`config.mk`:
```
export PLATFORM = sky130hd
export DESIGN_NAME = valcop_top
export DESIGN_NICKNAME = d
export VERILOG_FILES = /design/src/rtl/cop_pkg.sv /design/src/rtl/cop_regfile.sv /design/src/rtl/cop_busy_wait.sv /design/src/rtl/cop_irq_timer.sv /design/src/rtl/valcop_top.sv
export SDC_FILE = /design/constraint.sdc
export NUM_CORES = 2
export LEC_CHECK = 0
export BUFFER_PORTS_ARGS = -buffer_cell sky130_fd_sc_hd__clkbuf_2
export CAP_MARGIN = 20
export CORE_MARGIN = 8
export CORE_UTILIZATION = 45
export CTS_BUF_LIST = sky130_fd_sc_hd__clkbuf_8
export CTS_CLUSTER_DIAMETER = 40
export DETAILED_ROUTE_END_ITERATION = 7
export PLACE_DENSITY_LB_ADDON = 0.15
export SYNTH_ARGS = -nofsm -noshare
export SYNTH_HDL_FRONTEND = slang
export SYNTH_SLANG_ARGS = --single-unit
```
`constraint.sdc`:
```
create_clock -name clk -period 6.8 [get_ports clk]
set_input_delay 1.02 -clock clk [delete_from_list [all_inputs] [get_ports clk]]
set_output_delay 1.02 -clock clk [all_outputs]
set_load 0.005 [all_outputs]
```
`src/rtl/cop_pkg.sv`:
```
`timescale 1ns/1ps
package cop_pkg;
    localparam int DW       = 32;
    localparam int NREG     = 16;
    localparam int IDXW     = $clog2(NREG);
    localparam int OPCW     = 4;
    localparam int MOV_LSB  = 16;
    localparam int BLK_LSB  = 12;
    localparam int OPC_LSB  = 20;
    localparam int OPND_LSB = 0;
    localparam int NCHAN    = 2;   // channel 0 = fast, 1 = normal

    typedef enum logic [2:0] {
        K_MOVE_WR = 3'd0,
        K_MOVE_RD = 3'd1,
        K_BLK_LD  = 3'd2,
        K_BLK_ST  = 3'd3,
        K_DATAOP  = 3'd4
    } cmd_kind_e;

    typedef enum logic [1:0] {
        RSP_DONE = 2'd0,
        RSP_BUSY = 2'd1,
        RSP_CANT = 2'd2
    } rsp_e;

    typedef enum logic [OPCW-1:0] {
        OP_WAIT    = 4'd0,
        OP_FIQ_SET = 4'd1,
        OP_IRQ_SET = 4'd2,
        OP_FIQ_CLR = 4'd3,
        OP_IRQ_CLR = 4'd4,
        OP_STAMP   = 4'd5
    } dop_e;

    typedef struct packed {
        logic            en;
        logic [IDXW-1:0] idx;
        logic [DW-1:0]   data;
    } wr_req_t;

    function automatic logic [IDXW-1:0] pick_idx(input logic [DW-1:0] word, input int lsb);
        return word[lsb +: IDXW];
    endfunction
endpackage

```
`src/rtl/cop_regfile.sv`:
```
`timescale 1ns/1ps
module cop_regfile
    import cop_pkg::*;
(
    input  logic            clk,
    input  logic            rst,
    input  wr_req_t         wr,
    input  logic [IDXW-1:0] ra_idx,
    input  logic [IDXW-1:0] rb_idx,
    output logic [DW-1:0]   ra_data,
    output logic [DW-1:0]   rb_data
);
    logic [DW-1:0] mem_q [NREG];

    always_ff @(posedge clk) begin
        if (rst) begin
            for (int i = 0; i < NREG; i++) mem_q[i] <= '0;
        end else if (wr.en) begin
            mem_q[wr.idx] <= wr.data;
        end
    end

    assign ra_data = mem_q[ra_idx];
    assign rb_data = mem_q[rb_idx];

    // an accepted write is visible through a read port next cycle
    a_r2_write_lands: assert property (@(posedge clk) disable iff (rst)
        (wr.en && ra_idx == wr.idx) |=> (mem_q[$past(wr.idx)] == $past(wr.data)));
endmodule

```
`src/rtl/cop_busy_wait.sv`:
```
`timescale 1ns/1ps
module cop_busy_wait
    import cop_pkg::*;
(
    input  logic          clk,
    input  logic          rst,
    input  logic          start,
    input  logic [DW-1:0] count,
    input  logic [DW-1:0] now,
    output logic          waiting,
    output logic          still_busy
);
    logic          active_q;
    logic [DW-1:0] finish_q;
    logic [DW-1:0] slack;

    // wrap-safe: sign of (now - finish) decides, valid for counts below 2^(DW-1)
    assign slack      = now - finish_q;
    assign still_busy = active_q && slack[DW-1];
    assign waiting    = active_q;

    always_ff @(posedge clk) begin
        if (rst) begin
            active_q <= 1'b0;
            finish_q <= '0;
        end else if (start && count != '0) begin
            active_q <= 1'b1;
            finish_q <= now + count;
        end else if (active_q && !still_busy) begin
            active_q <= 1'b0;
        end
    end

    a_r5_done_ends_wait: assert property (@(posedge clk) disable iff (rst)
        (active_q && !still_busy && !start) |=> !waiting);
    a_r5_zero_never_waits: assert property (@(posedge clk) disable iff (rst)
        (!active_q && start && count == '0) |=> !waiting);
    a_r5_nonzero_waits: assert property (@(posedge clk) disable iff (rst)
        (!active_q && start && count != '0) |=> waiting);
endmodule

```
`src/rtl/cop_irq_timer.sv`:
```
`timescale 1ns/1ps
module cop_irq_timer
    import cop_pkg::*;
(
    input  logic          clk,
    input  logic          rst,
    input  logic          arm,
    input  logic          disarm,
    input  logic [DW-1:0] delay,
    output logic          line_n
);
    logic          pend_q;
    logic          fired_q;
    logic [DW-1:0] left_q;

    always_ff @(posedge clk) begin
        if (rst) begin
            pend_q  <= 1'b0;
            fired_q <= 1'b0;
            left_q  <= '0;
        end else if (disarm) begin
            pend_q  <= 1'b0;
            fired_q <= 1'b0;
        end else if (arm) begin
            if (delay == '0) begin
                fired_q <= 1'b1;
                pend_q  <= 1'b0;
            end else begin
                pend_q  <= 1'b1;
                left_q  <= delay;
            end
        end else if (pend_q) begin
            if (left_q == DW'(1)) begin
                fired_q <= 1'b1;
                pend_q  <= 1'b0;
            end else begin
                left_q  <= left_q - 1'b1;
            end
        end
    end

    assign line_n = !fired_q;

    a_r9_release_line: assert property (@(posedge clk) disable iff (rst)
        disarm |=> line_n);
    a_r7_zero_fires_now: assert property (@(posedge clk) disable iff (rst)
        (arm && !disarm && delay == '0) |=> !line_n);
    a_r10_rearm_holds_high: assert property (@(posedge clk) disable iff (rst)
        (arm && !disarm && delay > DW'(1) && line_n) |=> line_n);
endmodule

```
`src/rtl/valcop_top.sv`:
```
`timescale 1ns/1ps
module valcop_top
    import cop_pkg::*;
(
    input  logic          clk,
    input  logic          rst,
    input  logic          cmd_valid,
    input  logic [2:0]    cmd_kind,
    input  logic [31:0]   cmd_instr,
    input  logic [31:0]   cmd_wdata,
    output logic [1:0]    rsp_code,
    output logic [31:0]   rsp_rdata,
    output logic          fiq_n,
    output logic          irq_n
);
    logic [DW-1:0]   cnt_q;
    logic [IDXW-1:0] mov_idx, blk_idx, opnd_idx, ra_idx;
    logic [OPCW-1:0] opc;
    logic [DW-1:0]   ra_data, opnd_val;
    wr_req_t         wr;
    rsp_e            rsp;
    logic            start_wait, waiting, still_busy;
    logic [NCHAN-1:0] arm, disarm, line_n;
    logic            unused_bits;

    assign unused_bits = ^{cmd_instr[31:24], cmd_instr[11:4]};

    // free-running cycle counter
    always_ff @(posedge clk) begin
        if (rst) cnt_q <= '0;
        else     cnt_q <= cnt_q + 1'b1;
    end

    assign mov_idx  = pick_idx(cmd_instr, MOV_LSB);
    assign blk_idx  = pick_idx(cmd_instr, BLK_LSB);
    assign opnd_idx = pick_idx(cmd_instr, OPND_LSB);
    assign opc      = cmd_instr[OPC_LSB +: OPCW];
    assign ra_idx   = (cmd_kind_e'(cmd_kind) == K_BLK_ST) ? blk_idx : mov_idx;

    always_comb begin
        rsp        = RSP_DONE;
        wr         = '0;
        start_wait = 1'b0;
        arm        = '0;
        disarm     = '0;
        if (waiting) begin
            rsp = still_busy ? RSP_BUSY : RSP_DONE;
        end else if (cmd_valid) begin
            unique case (cmd_kind_e'(cmd_kind))
                K_MOVE_WR: wr = '{en: 1'b1, idx: mov_idx, data: cmd_wdata};
                K_BLK_LD:  wr = '{en: 1'b1, idx: blk_idx, data: cmd_wdata};
                K_MOVE_RD, K_BLK_ST: rsp = RSP_DONE;
                K_DATAOP: begin
                    unique case (dop_e'(opc))
                        OP_WAIT: begin
                            start_wait = 1'b1;
                            rsp = (opnd_val == '0) ? RSP_DONE : RSP_BUSY;
                        end
                        OP_FIQ_SET: arm[0]    = 1'b1;
                        OP_IRQ_SET: arm[1]    = 1'b1;
                        OP_FIQ_CLR: disarm[0] = 1'b1;
                        OP_IRQ_CLR: disarm[1] = 1'b1;
                        OP_STAMP:   wr = '{en: 1'b1, idx: opnd_idx, data: cnt_q};
                        default:    rsp = RSP_CANT;
                    endcase
                end
                default: rsp = RSP_CANT;
            endcase
        end
    end

    cop_regfile u_regs (
        .clk     (clk),
        .rst     (rst),
        .wr      (wr),
        .ra_idx  (ra_idx),
        .rb_idx  (opnd_idx),
        .ra_data (ra_data),
        .rb_data (opnd_val)
    );

    cop_busy_wait u_wait (
        .clk        (clk),
        .rst        (rst),
        .start      (start_wait),
        .count      (opnd_val),
        .now        (cnt_q),
        .waiting    (waiting),
        .still_busy (still_busy)
    );

    for (genvar c = 0; c < NCHAN; c++) begin : g_chan
        cop_irq_timer u_tmr (
            .clk    (clk),
            .rst    (rst),
            .arm    (arm[c]),
            .disarm (disarm[c]),
            .delay  (opnd_val),
            .line_n (line_n[c])
        );
    end

    assign fiq_n     = line_n[0];
    assign irq_n     = line_n[1];
    assign rsp_code  = rsp;
    assign rsp_rdata = ra_data;

    a_r11_counter_step: assert property (@(posedge clk) disable iff (rst)
        1'b1 |=> (cnt_q == $past(cnt_q) + 1'b1));
    a_r4_code_legal: assert property (@(posedge clk) disable iff (rst)
        rsp_code != 2'd3);
    a_r6_no_write_in_wait: assert property (@(posedge clk) disable iff (rst)
        (waiting && cmd_valid) |-> (rsp_code != RSP_CANT && !wr.en));
    a_r1_lines_high_after_reset: assert property (@(posedge clk)
        $past(rst) |-> (fiq_n && irq_n));
endmodule

```
==> out/qor.yml <==
outcome: "completed"
synth_edf_count: 512
post_cts_buffers: 0
ys_seq_area_frac: 0.502
wl_per_cell_um: 27.7
syn_area_per_cell_um2: 10.2
gr-total-overflow: 0
yosysWarnings: 0
routabilityCongestion: 0.905
critPathCaptureType: "output pin"
final_area_mm2: 0.0403
ff_latch_area_mm2: 0.0180
rsz0062_at_grt: "false"
max_slew_margin: 0.172
cts.path.max_buffers: 3
worst_pin_slew_ns: 1.24
clockRootBuffer: "clkbuf_8"
ys_types: 77
drc_errors: 0
yosysMostFrequentCell: "nor2_1"
grt_pass1_wl_um: 189000
drt-initial-drc-count: 3918
totalWireLength_um: 130000
synth.net_count: 3653
dieArea_mm2: 0.0892
fin_nets: 3688
cts_max_level: 4
antenna_found_initial: 2
post-route-period-util: 0.887
placed_area_mm2: 0.0377
crit_required_ns: 5.78
holdWs_ns: 0.456
syn_to_final_growth_pct: 12.2
io_pins: 106
dpl.hpwl_um: 79300
leakage_uw: 0.0142
drive_gt1_frac: 0.157
maxSlewViolCount: 0
maxCapViolCount: 0
hold_buffers: 0
dp_slack_ns: 0.745
synth_ff_type: "edfxtp_1"
ir_worst_vdd_mv: 0.179
vias: 30178
core_area_mm2: 0.0790
synthesis.area_mm2: 0.0359
clock_latency_ns: 0.78
first_global_vias: 29568
cts.repair.resized: 0
syn_inst: 3516
worstSetupPathType: "in2out"
first_pass_iters: 6
start_kind: "primary input"
layout_min_cycle_time_ns: 6.03
port_buffers: 89
grt_max_degree: 175
cts_inserted_buffers: 132
start_util: 0.455
synth_seq_cells: 645
arrival_ns: 5.01
synth_common_cells: "nor2_1, edfxtp_1, nand2_1"
post_drt_via_cell_ratio: 6.42
yosys.area.top_type_share: 0.428
num_rows: 103
fill_cells: 7027
postRouteAntennaNets: 0
cts.sink_count: 645
fin_tns_setup_ns: 0
clk_transition_reported_paths_ns: 0.05
async_flop_share: 0
hold_viol_final: 0
max_freq_mhz: 166
multi_input_area_mm2: 0.0167
tritoncts: "yes"
crit_path_max_fanout: 68
powerDensity_mw_per_mm2: 239
fin_skew_ns: 0.0367
ys_top_cells_by_area: "edfxtp_1, mux4_2, dfxtp_1"
setup_violations: 0
grt_use_total: 0.282
yosysTopAreaCell: "edfxtp_1"
die_h_um: 299
die_x_um: 299
finalPower_uw: 9630
hold_class: "reg2reg"
setup_slack_ns: 0.766
==> stage by stage <==
step	utilization	std cells
finish	0.510	4702
global route	0.510	4701
CTS	0.510	4699
detailed placement	0.478	4466
global placement	0.478	4466
floorplan	-	3516
==> flip-flops by register name, indices dropped and copies added, names as in the netlist <==
signal / count
g_chan.u_tmr.fired_q: 2
cnt_q: 32
u_wait.waiting: 1
u_regs.mem_q: 512
u_wait.finish_q: 32
g_chan.u_tmr.left_q: 64
g_chan.u_tmr.pend_q: 2
==> kinds of logic (layout without fill, tap and decap cells) <==
logic type      Yosys count  in the layout  share of synthesized area
mux                     179            179                     0.0929
buf+inv                 344            478                     0.0385
compound gates          791            791                      0.157
fa+ha+maj                67             67                     0.0235
flops                   645            645                      0.502
xor+xnor                 55             55                     0.0134
simple gates           1435           1435                      0.173
other cells               0              2                          0
==> cell usage in the layout (no fill, tap or decap), types with 42 or more instances in the layout <==
cell      Yosys  final
nor2_1      642    639
edfxtp_1    512    512
nand2_1     452    420
a211oi_1    169    168
a21oi_1     148    148
clkbuf_8      0    141
and2_1      138    137
dfxtp_1     133    133
mux4_2      123    123
clkbuf_2      0     86
buf_4         1     84
inv_1        51     81
a31oi_1      73     73
ha_1         66     66
a311oi_1     64     64
o21ai_0      56     56
mux2i_1      49     45
a22oi_1      42     42
==> routing by layer <==
layer,vias up,global-route usage,wire length (µm)
li1,13160,-,-
met5,-,0,0
met2,1769,0.458,61600
met3,359,0.0673,13200
met4,0,0.138,6090
met1,14890,0.354,49600
==> area by class of cell <==
| class | instances | area share |
|---|---|---|
| antenna | 2 | 0.000124 |
| clock buffer | 141 | 0.0481 |
| clock inverter | 92 | 0.0154 |
| inverter | 52 | 0.00484 |
| multi-input combinational | 2527 | 0.414 |
| sequential | 645 | 0.447 |
| tap | 1050 | 0.0326 |
| timing repair buffer | 193 | 0.0372 |
==> worst max-delay path, cell delays in order <==
cell and delay, ns:
buf_8 0.62, mux4_2 0.62, mux4_2 0.60, or4_1 0.65
or4b_1 0.72, o31ai_4 0.40, nand3_1 0.16, clkbuf_2 0.14
==> final timing paths <==
check / depth (start not counted) / from / slack, ns / end
min reg2reg: 2 / g_chan[0].u_tmr.left_q[21]$_SDFFE_PP0P_ / 0.46 / g_chan[0].u_tmr.left_q[21]$_SDFFE_PP0P_
max reg2reg: 13 / u_regs.mem_q[10][2]$_SDFFCE_PN0P_ / 2.36 / u_wait.finish_q[29]$_SDFFE_PP0P_
min: 2 / g_chan[0].u_tmr.left_q[21]$_SDFFE_PP0P_ / 0.46 / g_chan[0].u_tmr.left_q[21]$_SDFFE_PP0P_
max: 8 / cmd_instr[0] / 0.77 / rsp_code[0]
==> report_power, final <==
group | internal (µW) | switching, µW | leakage [µW]
sequential | 4360 | 64.1 | 0.00637
combinational | 408 | 795 | 0.00648
clock | 2190 | 1810 | 0.00141
total | 6960 | 2670 | 0.0142
Power figures use the tool's default switching activity.
